==> src/rtl/wdog_pkg.sv <==
package wdog_pkg;

  typedef enum logic {
    SRC_QUARTER = 1'b0,
    SRC_OSC     = 1'b1
  } wd_src_e;

  // Low-bit mask selecting a 2^r division out of a binary prescaler.
  function automatic logic [31:0] ratio_mask(input logic [31:0] r);
    return (32'd1 << r) - 32'd1;
  endfunction

  // Final-stage counter sits on its last value.
  function automatic logic at_top(input logic [31:0] cnt, input int unsigned w);
    return cnt == ((32'd1 << w) - 32'd1);
  endfunction

endpackage

==> src/rtl/wdog_tick_sel.sv <==
module wdog_tick_sel #(
  parameter int QDIV_W = 2
) (
  input  logic clk,
  input  logic rst_n,
  input  logic hold,
  input  logic zero,
  input  logic sys_run,
  input  logic src_sel,
  input  logic osc_tick,
  output logic tick
);
  import wdog_pkg::*;

  logic [QDIV_W-1:0] qdiv;
  logic              quarter_tick;

  always_ff @(posedge clk or negedge rst_n) begin
    if (!rst_n)        qdiv <= '0;
    else if (zero)     qdiv <= '0;
    else if (sys_run)  qdiv <= qdiv + 1'b1;
  end

  assign quarter_tick = sys_run && (qdiv == '1);

  always_comb begin
    if (hold)                         tick = 1'b0;
    else if (wd_src_e'(src_sel) == SRC_OSC) tick = osc_tick;
    else                              tick = quarter_tick;
  end

endmodule

==> src/rtl/wdog_prescale.sv <==
module wdog_prescale #(
  parameter int RSEL_W = 3
) (
  input  logic              clk,
  input  logic              rst_n,
  input  logic              zero,
  input  logic              tick,
  input  logic [RSEL_W-1:0] ratio,
  output logic              hit
);
  import wdog_pkg::*;

  localparam int PRE_W = (1 << RSEL_W) - 1;

  logic [PRE_W-1:0] pre_cnt;
  logic [PRE_W-1:0] mask;

  assign mask = PRE_W'(ratio_mask(32'(ratio)));
  assign hit  = tick && ((pre_cnt & mask) == mask);

  always_ff @(posedge clk or negedge rst_n) begin
    if (!rst_n)     pre_cnt <= '0;
    else if (zero)  pre_cnt <= '0;
    else if (tick)  pre_cnt <= pre_cnt + 1'b1;
  end

endmodule

==> src/rtl/wdog_final.sv <==
module wdog_final #(
  parameter int FIN_W = 8
) (
  input  logic clk,
  input  logic rst_n,
  input  logic zero,
  input  logic step,
  output logic ovf
);
  import wdog_pkg::*;

  logic [FIN_W-1:0] cnt;

  assign ovf = step && at_top(32'(cnt), FIN_W);

  always_ff @(posedge clk or negedge rst_n) begin
    if (!rst_n)     cnt <= '0;
    else if (zero)  cnt <= '0;
    else if (step)  cnt <= cnt + 1'b1;
  end

endmodule

==> src/rtl/wdog_clr_ctl.sv <==
module wdog_clr_ctl (
  input  logic clk,
  input  logic rst_n,
  input  logic dual_mode,
  input  logic clr_a,
  input  logic clr_b,
  output logic accept
);
  logic arm_a, arm_b;

  always_comb begin
    if (dual_mode) accept = (arm_a || clr_a) && (arm_b || clr_b);
    else           accept = clr_a || clr_b;
  end

  always_ff @(posedge clk or negedge rst_n) begin
    if (!rst_n) begin
      arm_a <= 1'b0;
      arm_b <= 1'b0;
    end else if (!dual_mode || accept) begin
      arm_a <= 1'b0;
      arm_b <= 1'b0;
    end else begin
      arm_a <= arm_a || clr_a;
      arm_b <= arm_b || clr_b;
    end
  end

endmodule

==> src/rtl/wdog_core.sv <==
module wdog_core #(
  parameter int RSEL_W = 3,
  parameter int FIN_W  = 8,
  parameter int QDIV_W = 2
) (
  input  logic              clk,
  input  logic              rst_n,
  input  logic              en_opt,
  input  logic              src_sel,
  input  logic              osc_tick,
  input  logic [RSEL_W-1:0] ratio_sel,
  input  logic              dual_mode,
  input  logic              clr_a,
  input  logic              clr_b,
  input  logic              halt_req,
  input  logic              ext_wake,
  output logic              rst_req,
  output logic              wake_req,
  output logic              to_flag,
  output logic              pd_flag,
  output logic              halted
);

  // Named internal events
  logic clr_ok;      // clear command accepted
  logic halt_entry;  // halt begins this cycle
  logic chain_hold;  // no tick may be counted
  logic chain_zero;  // counter chain returns to zero
  logic sys_run;     // divided core clock is running
  logic tick;        // selected source tick
  logic pre_hit;     // prescaler output pulse
  logic tmo;         // final-stage wrap

  assign halt_entry = halt_req && !halted;
  assign chain_hold = clr_ok || halt_entry || !en_opt;
  assign chain_zero = chain_hold || tmo;
  assign sys_run    = en_opt && !halted;

  wdog_clr_ctl u_clr (
    .clk       (clk),
    .rst_n     (rst_n),
    .dual_mode (dual_mode),
    .clr_a     (clr_a),
    .clr_b     (clr_b),
    .accept    (clr_ok)
  );

  wdog_tick_sel #(.QDIV_W(QDIV_W)) u_tick (
    .clk      (clk),
    .rst_n    (rst_n),
    .hold     (chain_hold),
    .zero     (chain_zero),
    .sys_run  (sys_run),
    .src_sel  (src_sel),
    .osc_tick (osc_tick),
    .tick     (tick)
  );

  wdog_prescale #(.RSEL_W(RSEL_W)) u_pre (
    .clk   (clk),
    .rst_n (rst_n),
    .zero  (chain_zero),
    .tick  (tick),
    .ratio (ratio_sel),
    .hit   (pre_hit)
  );

  wdog_final #(.FIN_W(FIN_W)) u_fin (
    .clk   (clk),
    .rst_n (rst_n),
    .zero  (chain_zero),
    .step  (pre_hit),
    .ovf   (tmo)
  );

  always_ff @(posedge clk or negedge rst_n) begin
    if (!rst_n) begin
      rst_req  <= 1'b0;
      wake_req <= 1'b0;
      to_flag  <= 1'b0;
      pd_flag  <= 1'b0;
      halted   <= 1'b0;
    end else begin
      rst_req  <= tmo && !halted;
      wake_req <= tmo && halted;

      if (tmo)         to_flag <= 1'b1;
      else if (clr_ok) to_flag <= 1'b0;

      if (halt_entry)  pd_flag <= 1'b1;
      else if (clr_ok) pd_flag <= 1'b0;

      if (halted) halted <= !(ext_wake || tmo);
      else        halted <= halt_req;
    end
  end

endmodule

==> config.mk <==
export PLATFORM = sky130hd
export DESIGN_NAME = wdog_core
export DESIGN_NICKNAME = d
export VERILOG_FILES = /design/src/rtl/wdog_pkg.sv /design/src/rtl/wdog_tick_sel.sv /design/src/rtl/wdog_prescale.sv /design/src/rtl/wdog_final.sv /design/src/rtl/wdog_clr_ctl.sv /design/src/rtl/wdog_core.sv
export SDC_FILE = /design/constraint.sdc
export NUM_CORES = 1
export LEC_CHECK = 0
export CORE_MARGIN = 4
export CORE_UTILIZATION = 57
export DETAILED_ROUTE_END_ITERATION = 10
export PLACE_DENSITY_LB_ADDON = 0.08
export SLEW_MARGIN = 40
export SYNTH_ARGS = -nofsm -noshare
export SYNTH_HDL_FRONTEND = slang
export SYNTH_SLANG_ARGS = --single-unit
export TNS_END_PERCENT = 100
==> constraint.sdc <==
create_clock -name clk -period 3.4 [get_ports clk]
set_input_delay 0.68 -clock clk [delete_from_list [all_inputs] [get_ports clk]]
set_output_delay 0.68 -clock clk [all_outputs]
set_load 0.02 [all_outputs]
# Word level (Yosys, flattened, before mapping)
# Cells that the tools add are included.
[word_totals]
register_bits = 24
output_inout_bits = 5
[op_classes]
addsub = 4
n_eq_ne = 3
n_shift = 1
muxes = 15
bitwise_logic = 1
n_reduce_logical = 25
[op_table]
columns = ["cell", "count"]
rows = [
  ["two-way mux 8 bit", 2],
  ["two-way mux 7 bit", 2],
  ["nonzero test 2 bit", 5],
  ["two-way mux 1 bit", 9],
  ["adder 8 x 1 -> 8 bit, second input constant", 1],
  ["== test 8 bit, second input constant", 1],
  ["logical AND 1 bit", 8],
  ["logical OR 1 bit", 8],
  ["adder 7 x 1 -> 7 bit, second input constant", 1],
  ["AND 7 bit", 1],
  ["== test 7 bit", 1],
  ["left shift 1 x 3 -> 7 bit, first input constant", 1],
  ["subtractor 7 x 1 -> 7 bit, second input constant", 1],
  ["zero test 1 bit", 4],
  ["two-way mux 2 bit", 2],
  ["adder 2 x 1 -> 2 bit, second input constant", 1],
  ["== test 2 bit, second input constant", 1],
]

# Longest topological paths before layout
[depth]
word_depth = 11
ltp_mapped = 7
mapped_depth_nobuf = 6

# Modules after synthesis
# Synthesis repeated with hierarchy kept, for this count alone.
[unflattened]
hier_cells = 113
hier_area_um2 = 1178.6
[modules_own_cells]
columns = ["module", "n_inst", "cells_each", "area_per_inst_um2", "seq_area_each_um2"]
rows = [
  ["wdog_final", 1, 39, 402.9, 200.2],
  ["wdog_prescale", 1, 40, 372.9, 175.2],
  ["wdog_core", 1, 17, 205.2, 125.1],
  ["wdog_tick_sel", 1, 10, 105.1, 50.0],
  ["wdog_clr_ctl", 1, 7, 92.6, 50.0],
]

# Worst setup path before layout
# No wires, ideal clock.
[synth_path]
path_kind = "input port to flip-flop"
from = "input port en_opt"
to = "register u_fin.cnt[5]"
arrival_ns = 1.858
setup_slack_ns = 1.460
path_stages = 5
path_buffers = 0
cell_sequence = "nand2_1 -> o31ai_4 -> nand4_4 -> or4_1 -> a21oi_1"
[synth_between]
elab_chain_len = 8
elab_cells_between_ends = 11
classes_between = "mux (3); reduce/logical (8)"
[synth_rtl]
columns = ["item", "line_no", "text"]
rows = [
  ["start: declaration", "wdog_core.sv:8", "input logic en_opt,"],
  ["logical AND 1 bit", "wdog_core.sv:37", "assign sys_run = en_opt && !halted;"],
  ["logical AND 1 bit", "wdog_tick_sel.sv:24", "assign quarter_tick = sys_run && (qdiv == '1);"],
  ["two-way mux 1 bit", "wdog_tick_sel.sv:28", "else if (wd_src_e'(src_sel) == SRC_OSC) tick = osc_tick;"],
  ["two-way mux 1 bit", "wdog_tick_sel.sv:27", "if (hold) tick = 1'b0;"],
  ["logical AND 1 bit", "wdog_prescale.sv:19", "assign hit = tick && ((pre_cnt & mask) == mask);"],
  ["logical AND 1 bit", "wdog_final.sv:14", "assign ovf = step && at_top(32'(cnt), FIN_W);"],
  ["logical OR 1 bit", "wdog_core.sv:36", "assign chain_zero = chain_hold || tmo;"],
  ["two-way mux 8 bit or nonzero test 2 bit (tied branches)", "-", ""],
  ["end signal: assignment", "wdog_final.sv:19", "else if (step) cnt <= cnt + 1'b1;"],
  ["end: declaration", "wdog_final.sv:12", "logic [FIN_W-1:0] cnt;"],
]
# Several ways; a longest one is shown, not always the timed one.
# A chain may end at the register's enable or synchronous reset.

# Final worst setup path
# Ends and elaborated chain as after synthesis.

==> impl_metrics.ini <==
[job]
cap_viol_max_count = 0

[die]
start_util_pct = 61.8
coreArea_mm2 = 0.00204
die_area_mm2 = 0.00303
die-height_um = 55.1
rows = 16
fp.dieW_um = 55.1
ios = 18

[finish]
drive_gt1_share_pct = 5.41
antennaDiodeCount = 0
syn2layout_area_growth_pct = 19.3
nets = 165
fillers = 165

[synth]
synth_top_area_cell = dfrtp_1
ys_top_cells_by_count = dfrtp_1, nor2_1, nand2_1, nand3_1, o21ai_0
synth.area.top_cells = dfrtp_1, nand3_1, o21ai_0
yosysSeqAreaShare_pct = 47.6
yosysMostFrequentCell = dfrtp_1
synth_edf_count = 0
synth.distinct_cells = 37
synth_top_family_by_area = simple AND/OR/NAND/NOR gates
synth_xor_xnor_area_share_pct = 4.16
syn-cell-area_mm2 = 0.00126
synthMuxAreaShare_pct = 0.793
synth_compound_area_share_pct = 15.8
synthFlopType = dfrtp_1
ys_ff_latch = 24
synthAdderAreaFrac_pct = 2.97
syn_avg_cell_area_um2 = 9.79
syn_inst = 129
syn-num-nets = 145
synth_warnings = 0
synthSimpleGateAreaFrac_pct = 26.9
synthArstFlopShare_pct = 100
synth_top_cell_area_share_pct = 47.6

[placed_design]
gp_routability_congestion = 0.762
hpwlAfterDp_mm = 1.75
io_buffer_count = 17

[drt]
wl_per_cell_um = 13.4
via_per_inst = 5.70
vias = 997
dr.first_iter.drc_count = 19
drc = 0
wl_mm = 2.34
first_pass_iters = 4
drtAntennaViolNets = 0

[power_and_ir_drop]
p_comb_share_pct = 11.4
p_sw_share_pct = 22.4
powerDensity_mw_per_mm2 = 378
internal-power_uw = 442
clkPwrFrac_pct = 35.9
switchingPower_uw = 127
seqPwrFrac_pct = 52.8
vdd_ir_drop_max_mv = 0.282
leakage_uw = 0.000634

[timing]
grt_setup_unrepaired = false
finalCriticalPeriod_ps = 2380
fmax_ghz = 0.420
finalCritPeriodShare_pct = 70.0
slew_headroom_pct = 64.9
slew_violations = 0
final.setup.tns_ps = 0
setup_viol = 0
holdWs_ps = 482
hold_violations = 0
fin_skew_ps = 2.84
worst_slew_pin_slew_ps = 524

[worst_setup_path]
critPathMaxFanout = 19
cp_data_required_time_ps = 3640
end_kind = flip-flop
path_class = in2reg
critPathLaunchType = input port
crit_arrival_ps = 2620

[cts]
clk_pin_slew_worst_paths_ps = 130
root_buffer = clkbuf_4
cts_resized = 0
cts_tree = yes
clkSinkCount = 24
h-tree-depth = 1
cts.path.max_buffers = 2
cts_hold_buf = 0
cts_setup_buffers = 0
numCtsBuffers = 3
clock_latency_ps = 310

[grt]
grt_overflow = 0
grt_pass1_wl_mm = 4.33
track_usage_pct = 19.8
grt_max_degree = 25
grt_pass1_vias = 993
antenna_found_initial = 0

[status]
status = finished, final reports clean

[min_path]
min_path_type = reg2reg
final timing paths:
path	startpoint	to	slack, ps	cells after the start
min in group asynchronous	rst_n	u_fin.cnt[1]	710	2
min reg2reg	u_clr.arm_a	u_clr.arm_b	480	1
min	u_clr.arm_a	u_clr.arm_b	480	1
max in group asynchronous	rst_n	pd_flag	2470	2
max reg2reg	halted	u_fin.cnt[5]	1370	4
max	en_opt	u_fin.cnt[5]	1020	6
metal layers:
metal	wire, µm	vias up	track usage (%)
met4	10	0	7.29
li1	-	513	-
met2	1100	20	32.3
met3	108	2	2.95
met5	0	-	0
met1	1130	462	26.6
power groups by stage:
| stage | combinational [µW] | clock (µW) | sequential [µW] |
|---|---|---|---|
| CTS | 65.9 | 209 | 301 |
| global placement | 63.9 | 0 | 306 |
| detailed placement | 65.4 | 0 | 306 |
| global route | 72.3 | 218 | 302 |
| finish | 64.6 | 204 | 300 |
| floorplan | 33.3 | 0 | 305 |
cell type report:
class | count | area, µm² | share of cell area, %
Clock buffer | 3 | 22.5 | 1.50
Tap cell | 27 | 33.8 | 2.24
Inverter | 1 | 3.75 | 0.249
Clock inverter | 1 | 30.0 | 1.99
Multi-Input combinational cell | 101 | 638 | 42.4
Sequential cell | 24 | 601 | 39.9
Timing Repair Buffer | 18 | 178 | 11.8
flip-flops by register name, indices dropped and copies added, names as in the netlist:
signal / count
u_fin.cnt: 8
rst_req: 1
u_pre.pre_cnt: 7
u_tick.qdiv: 2
to_flag: 1
wake_req: 1
u_clr.arm_a: 1
pd_flag: 1
u_clr.arm_b: 1
halted: 1
cells by family (layout without fill, tap and decap cells):
group / after synthesis / count (layout)
buf+inv: 4 / 23
mux: 1 / 1
compound gates: 29 / 29
fa+ha+maj: 3 / 3
xor+xnor: 6 / 6
simple gates: 62 / 62
flops: 24 / 24
critical path: stages:
cell and delay (ps):
clkdlybuf4s50_1 510, nand2_1 110, o31ai_4 330, nand4_4 280, or4_1 570, a21oi_1 150
layout by cell type, fill, tap and decap left out, types with 4 or more instances in the layout:
| cell type | netlist | layout |
|---|---|---|
| dfrtp_1 | 24 | 24 |
| clkdlybuf4s50_1 | 0 | 17 |
| nor2_1 | 12 | 12 |
| nand3_1 | 11 | 11 |
| nand2_1 | 11 | 11 |
| o21ai_0 | 9 | 9 |
| or3_1 | 6 | 6 |
| a21oi_1 | 6 | 6 |
| xor2_1 | 5 | 5 |
| nand2b_1 | 4 | 4 |
| nand4_1 | 4 | 4 |
through the flow:
step	worst slack [ps]	total power, µW	cells	cell area, µm²	utilization (%)
floorplan	1460	339	129	1260	-
global placement	770	370	171	1450	71.2
detailed placement	674	371	171	1450	71.2
CTS	1010	576	175	1510	73.8
global route	834	593	175	1510	73.8
finish	1020	569	175	1510	73.8
Note: power is estimated with default switching activity, not from simulation.
